--- src/rtl/ucsa_pkg.sv ---
package ucsa_pkg;

  // Field selection encoding shared by every adder cell.
  typedef enum logic {
    FIELD_BIN = 1'b0,
    FIELD_INT = 1'b1
  } field_e;

  // Number of flops in the reset release synchroniser.
  localparam int unsigned RST_SYNC_STAGES = 2;

endpackage

--- src/rtl/ucsa_cell.sv ---
// One bit of a unified 3:2 compressor. In integer mode it is a full adder;
// in binary mode the carry is suppressed and only the XOR remains.
module ucsa_cell (
  input  logic a_i,
  input  logic b_i,
  input  logic c_i,
  input  logic int_mode_i,
  output logic sum_o,
  output logic cry_o
);

  logic maj;

  always_comb begin
    maj   = (a_i & b_i) | (a_i & c_i) | (b_i & c_i);
    sum_o = a_i ^ b_i ^ c_i;
    cry_o = int_mode_i & maj;
  end

endmodule

--- src/rtl/ucsa_array.sv ---
// DATA_W-bit unified carry-save adder. The carry vector is weight aligned:
// bit 0 holds the injected carry-in, bit i+1 the carry of cell i. The carry
// out of the top cell is dropped (arithmetic modulo 2^DATA_W).
// HAS_NEG selects the variant whose third operand can be negated.
module ucsa_array #(
  parameter int unsigned DATA_W  = 16,
  parameter bit          HAS_NEG = 1'b0
) (
  input  logic [DATA_W-1:0] x_i,
  input  logic [DATA_W-1:0] y_i,
  input  logic [DATA_W-1:0] z_i,
  input  logic              int_mode_i,
  input  logic              neg_i,
  output logic [DATA_W-1:0] sum_o,
  output logic [DATA_W-1:0] cry_o
);

  logic [DATA_W-1:0] z_eff;
  logic              cin;
  logic [DATA_W-1:0] cell_cry;

  generate
    if (HAS_NEG) begin : g_neg
      logic neg_eff;
      always_comb begin
        // Subtraction only means something in integer mode.
        neg_eff = neg_i & int_mode_i;
        z_eff   = z_i ^ {DATA_W{neg_eff}};
        cin     = neg_eff;
      end
    end else begin : g_plain
      logic unused_neg;
      always_comb begin
        unused_neg = neg_i;
        z_eff      = z_i;
        cin        = 1'b0;
      end
    end
  endgenerate

  generate
    for (genvar gi = 0; gi < DATA_W; gi++) begin : g_cell
      ucsa_cell u_cell (
        .a_i        (x_i[gi]),
        .b_i        (y_i[gi]),
        .c_i        (z_eff[gi]),
        .int_mode_i (int_mode_i),
        .sum_o      (sum_o[gi]),
        .cry_o      (cell_cry[gi])
      );
    end
  endgenerate

  logic unused_top_cry;

  always_comb begin
    cry_o          = {cell_cry[DATA_W-2:0], cin};
    unused_top_cry = cell_cry[DATA_W-1];
  end

endmodule

--- src/rtl/ucsa_rshift.sv ---
// Output selector: either the vectors as they are or each shifted right
// by one bit with zero fill (pure wiring plus one 2:1 mux per bit).
module ucsa_rshift #(
  parameter int unsigned DATA_W = 16
) (
  input  logic              sel_i,
  input  logic [DATA_W-1:0] sum_i,
  input  logic [DATA_W-1:0] cry_i,
  output logic [DATA_W-1:0] sum_o,
  output logic [DATA_W-1:0] cry_o
);

  always_comb begin
    if (sel_i) begin
      sum_o = {1'b0, sum_i[DATA_W-1:1]};
      cry_o = {1'b0, cry_i[DATA_W-1:1]};
    end else begin
      sum_o = sum_i;
      cry_o = cry_i;
    end
  end

endmodule

--- src/rtl/ucsa_yreg.sv ---
// Loadable right-shift register holding the multiplier operand.
module ucsa_yreg #(
  parameter int unsigned DATA_W = 16
) (
  input  logic              clk,
  input  logic              rst_n,
  input  logic              load_i,
  input  logic              shift_i,
  input  logic [DATA_W-1:0] d_i,
  output logic              lsb_o
);
  import ucsa_pkg::*;

  // Reset: asserted asynchronously, released through a flop chain.
  logic [RST_SYNC_STAGES-1:0] rst_pipe;
  logic                       rst_int_n;

  always_ff @(posedge clk or negedge rst_n) begin
    if (!rst_n) rst_pipe <= '0;
    else        rst_pipe <= {rst_pipe[RST_SYNC_STAGES-2:0], 1'b1};
  end

  always_comb rst_int_n = rst_pipe[RST_SYNC_STAGES-1];

  logic [DATA_W-1:0] q;
  logic [DATA_W-1:0] q_nxt;
  logic              q_en;

  always_comb begin
    q_en = load_i | shift_i;
    if (load_i) q_nxt = d_i;
    else        q_nxt = {1'b0, q[DATA_W-1:1]};
  end

  always_ff @(posedge clk or negedge rst_int_n) begin
    if (!rst_int_n)  q <= '0;
    else if (q_en)   q <= q_nxt;
  end

  always_comb lsb_o = q[0];

  // a load wins and lands on the next edge
  assert_load_wins_R7: assert property (@(posedge clk) disable iff (!rst_int_n)
    load_i |=> (q == $past(d_i)));

  // shift without load moves every bit down, zero enters at the top
  assert_shift_fill_R8: assert property (@(posedge clk) disable iff (!rst_int_n)
    (shift_i && !load_i) |=> (q[DATA_W-1] == 1'b0) && (q[DATA_W-2:0] == $past(q[DATA_W-1:1])));

  // idle cycles keep the contents
  assert_idle_hold_R9: assert property (@(posedge clk) disable iff (!rst_int_n)
    (!shift_i && !load_i) |=> $stable(q));

endmodule

--- src/rtl/ucsa_unified_dp.sv ---
// Two-stage unified carry-save datapath:
//   stage 1: acc_sum + acc_cry (+/-) opnd
//   stage 2: stage1 + (u_lsb & ~sel_zero) * modulus
//   output : optional one-bit right shift
module ucsa_unified_dp #(
  parameter int unsigned DATA_W = 16
) (
  input  logic              clk,
  input  logic              rst_n,
  input  logic              field_int,
  input  logic              neg,
  input  logic              sel_zero,
  input  logic              shift_en,
  input  logic [DATA_W-1:0] acc_sum,
  input  logic [DATA_W-1:0] acc_cry,
  input  logic [DATA_W-1:0] opnd,
  input  logic [DATA_W-1:0] modulus,
  input  logic [DATA_W-1:0] y_in,
  input  logic              load_y,
  input  logic              shift_y,
  output logic [DATA_W-1:0] res_sum,
  output logic [DATA_W-1:0] res_cry,
  output logic              u_lsb,
  output logic              c0
);
  import ucsa_pkg::*;

  field_e            fmode;
  logic              int_mode;
  logic [DATA_W-1:0] s1_sum, s1_cry;
  logic [DATA_W-1:0] s2_sum, s2_cry;
  logic [DATA_W-1:0] mod_term;
  logic              par;

  always_comb begin
    fmode    = field_e'(field_int);
    int_mode = (fmode == FIELD_INT);
  end

  ucsa_array #(.DATA_W(DATA_W), .HAS_NEG(1'b1)) u_stage1 (
    .x_i        (acc_sum),
    .y_i        (acc_cry),
    .z_i        (opnd),
    .int_mode_i (int_mode),
    .neg_i      (neg),
    .sum_o      (s1_sum),
    .cry_o      (s1_cry)
  );

  // Parity of the stage-1 value; carry bit 0 is the injected carry-in.
  always_comb begin
    if (int_mode) par = s1_sum[0] ^ s1_cry[0];
    else          par = s1_sum[0];
    mod_term = modulus & {DATA_W{par & ~sel_zero}};
    u_lsb    = par;
  end

  ucsa_array #(.DATA_W(DATA_W), .HAS_NEG(1'b0)) u_stage2 (
    .x_i        (s1_sum),
    .y_i        (s1_cry),
    .z_i        (mod_term),
    .int_mode_i (int_mode),
    .neg_i      (1'b0),
    .sum_o      (s2_sum),
    .cry_o      (s2_cry)
  );

  ucsa_rshift #(.DATA_W(DATA_W)) u_shift (
    .sel_i (shift_en),
    .sum_i (s2_sum),
    .cry_i (s2_cry),
    .sum_o (res_sum),
    .cry_o (res_cry)
  );

  ucsa_yreg #(.DATA_W(DATA_W)) u_yreg (
    .clk     (clk),
    .rst_n   (rst_n),
    .load_i  (load_y),
    .shift_i (shift_y),
    .d_i     (y_in),
    .lsb_o   (c0)
  );

  // binary mode never produces a carry vector
  assert_bin_no_carry_R3: assert property (@(posedge clk) disable iff (!rst_n)
    !field_int |-> (res_cry == '0));

  // a shifted result leaves both top bits empty
  assert_shift_top_zero_R6: assert property (@(posedge clk) disable iff (!rst_n)
    shift_en |-> (!res_sum[DATA_W-1] && !res_cry[DATA_W-1]));

endmodule

--- config.mk ---
export PLATFORM = sky130hd
export DESIGN_NAME = ucsa_unified_dp
export DESIGN_NICKNAME = d
export VERILOG_FILES = /design/src/rtl/ucsa_pkg.sv /design/src/rtl/ucsa_cell.sv /design/src/rtl/ucsa_array.sv /design/src/rtl/ucsa_rshift.sv /design/src/rtl/ucsa_yreg.sv /design/src/rtl/ucsa_unified_dp.sv
export SDC_FILE = /design/constraint.sdc
export NUM_CORES = 1
export LEC_CHECK = 0
export ABC_AREA = 0
export BUFFER_PORTS_ARGS = -buffer_cell sky130_fd_sc_hd__buf_4
export CAP_MARGIN = 20
export CORE_UTILIZATION = 51
export CTS_BUF_LIST = sky130_fd_sc_hd__clkbuf_4 sky130_fd_sc_hd__clkbuf_8
export DETAILED_ROUTE_END_ITERATION = 8
export GPL_ROUTABILITY_DRIVEN = 0
export HOLD_SLACK_MARGIN = 0.02
export PLACE_DENSITY = 0.95
export RECOVER_POWER = 25
export SLEW_MARGIN = 0
export SYNTH_ARGS = -nofsm -noshare
export SYNTH_HDL_FRONTEND = slang
export SYNTH_SLANG_ARGS = --single-unit
--- constraint.sdc ---
create_clock -name clk -period 9.88 [get_ports clk]
set_input_delay 1.482 -clock clk [delete_from_list [all_inputs] [get_ports clk]]
set_output_delay 1.482 -clock clk [all_outputs]
set_load 0.05 [all_outputs]
==> flow_summary.yaml <==
setup_path:
  regToRegSetupSlack_ps: 9040
  endpoint_kind: "output port"
  critical_path_class: "in2out"
  cp-start-kind: "primary input"
  critPathMaxFanout: 34
  crit_path_end: "res_cry[4]"
  cp.required_ps: 8400
  crit_start: "field_int"
  ff2ff_path_depth: 2
  timing.rr.start: "u_yreg.q[3]"
  regToRegEndpoint: "u_yreg.q[2]"
  critPathArrivalTime_ps: 5310
detailed_routing:
  drt-vias-per-instance: 5.10
  drt-met1-wl_um: 2210
  drc: 0
  wl_met2_um: 3160
  routed-wl-met3_um: 373
  top_layer: "met4"
  wirelength_um: 5910
  dr.pass1.iters: 6
  vias: 2092
  wire_per_inst_um: 14.4
  ant_nets: 0
  drtIter0Drc: 127
timing:
  setup_viol: 0
  timing.slew.headroom: 0.425
  finalClockSkew_ps: 4.84
  slew_viol_final: 0
  rsz0062_at_grt: "false"
  tns_ps: 0
  fin_ws_ps: 3090
  worst_pin_slew_ps: 861
  finalWorstPathRequiredPeriod_ps: 6790
  final_hold_viol_count: 0
  max_freq_mhz: 147
  min_period_over_period: 0.688
global_route:
  grt_pass1_wl_um: 9850
  antenna_found_initial: 0
  overflow: 0
  grt_pass1_vias: 2207
  grt_usage: 0.255
  grt_start_max_net_pins: 35
logic_synthesis:
  synth.mux.area_fraction: 0.191
  synth_cell_types: 21
  synthXorXnorAreaFrac: 0.0781
  synth-compound-area-share: 0.0423
  synthSimpleGateAreaFrac: 0.148
  ys_seq_elements: 18
  syn_inst: 246
  syn-num-nets: 365
  synthTopCellsByArea: "fa_1 (26%), dfrtp_1 (20%), mux2i_1 (19%)"
  ys_warn_count: 0
  synthArstFlopShare: 1.00
  syn_area_per_cell_um2: 9.38
  synth_top_family_by_area: "adder cells"
  synth_edf_count: 0
  synth_top_area_share: 0.260
  syn_area_um2: 2310
  synth-seq-area-share: 0.195
  yosys_most_used_dff: "dfrtp_1"
  yosysTopAreaCell: "fa_1"
  synthAdderAreaFrac: 0.266
die:
  fp.dieH_um: 69.3
  row_count: 24
  fp.dieW_um: 69.3
  die_area_um2: 4800
  io_pins: 122
  start_util: 0.530
  coreArea_um2: 4350
clock_tree:
  cts_resized: 0
  cts-buffers-inserted: 3
  clk_pin_slew_worst_paths_ps: 70
  cts.path.max_buffers: 2
  cts_tree: "yes"
  holdBufCountCts: 0
  post-cts-setup-buffers: 0
  insertion_delay_ps: 250
  clock-sinks: 18
  htreeDepth: 1
  root_buffer: "clkbuf_8"
power_and_ir_drop:
  p_leak_nw: 1.73
  ir_drop_uv: 98.6
  p_per_area_nw_per_um2: 142
cells_and_area:
  layout-drive-gt1-share: 0.358
  multi_input_area_um2: 1680
  area.growth.synth_to_final_pct: 42.2
  nets: 478
  seqCellArea_um2: 450
  final_cells: 410
  final_area_um2: 3280
  final_cell_mix: "buf_4 (122), mux2i_1 (44), nand2_1 (35), inv_1 (32), fa_1 (30)"
  mostFrequentLayoutCell: "buf_4"
  final_core_utilization: 0.754
  antennaDiodeCount: 0
  fill_cells: 300
placement:
  dp_hpwl_um: 4930
  port_buffers: 121
  dp_slack_ps: 2590
  dpl-instance-area_um2: 3220
  placedCellCount: 405
status:
  status: "completed"
hold_path:
  hold_path.class: "reg2async"
job:
  cap_violations: 0
-- flip-flops by register name, summed over array words and instances, names as in the netlist --
signal and flops:
u_yreg.q 16, u_yreg.rst_pipe 2
-- layout make-up --
type	count	area share
Multi-Input combinational cell	182	0.510
Timing Repair Buffer	122	0.279
Sequential cell	18	0.137
Inverter	32	0.0366
Tap cell	52	0.0198
Clock buffer	4	0.0168
-- how the worst min path moves through the flow --
stage / to / startpoint
floorplan: u_yreg.q[0] / u_yreg.rst_pipe[1]
global placement: u_yreg.q[2] / u_yreg.rst_pipe[1]
detailed placement: u_yreg.q[1] / u_yreg.rst_pipe[1]
CTS: u_yreg.q[1] / u_yreg.rst_pipe[1]
global route: u_yreg.q[1] / u_yreg.rst_pipe[1]
finish: u_yreg.q[1] / u_yreg.rst_pipe[1]
-- synthesized netlist by cell type (all sizes together), types with 2 or more instances --
cell type   n
and2       14
nand2b     15
fa         30
buf         7
xor2       16
xnor2       2
a21oi       2
nor2        3
dfrtp      18
mux2i      44
nand2      35
o21ai      15
clkbuf      7
inv        32
-- critical path: stages --
cell	delay (ps)
buf_4	270
nand2_1	580
xor2_1	340
fa_1	600
inv_1	60
ha_1	270
nand2_1	90
a21oi_1	320
buf_4	260
nand2_1	90
fa_1	390
mux2i_1	150
and2_1	170
buf_4	210
-- per-layer routing --
metal,up-vias,track usage
met1,1000,0.316
li1,988,-
met2,90,0.449
met3,14,0.0422
met5,-,0
met4,0,0.0907
-- stage by stage --
stage | hold WS (ps) | power [mW]
3_3_place_gp | 256 | 0.401
5_1_grt | 319 | 0.493
6_report | 251 | 0.466
4_1_cts | 278 | 0.468
2_1_floorplan | 200 | 0.305
3_5_place_dp | 269 | 0.408
-- power breakdown --
group	internal (mW)	switching, mW
clock	0.0354	0.0235
combinational	0.120	0.201
sequential	0.0807	0.00542
total	0.236	0.230
-- kinds of logic (layout without fill, tap and decap cells) --
family	count (synthesis)	in the layout
other	1	1
XOR/XNOR	19	19
AND/OR/NAND/NOR	69	69
multiplexers	44	44
AO/OA/AOI/OAI	18	18
adder cells (fa/ha/maj)	31	31
buffers and inverters	46	158
flip-flops	18	18
Power figures use the tool's default switching activity.
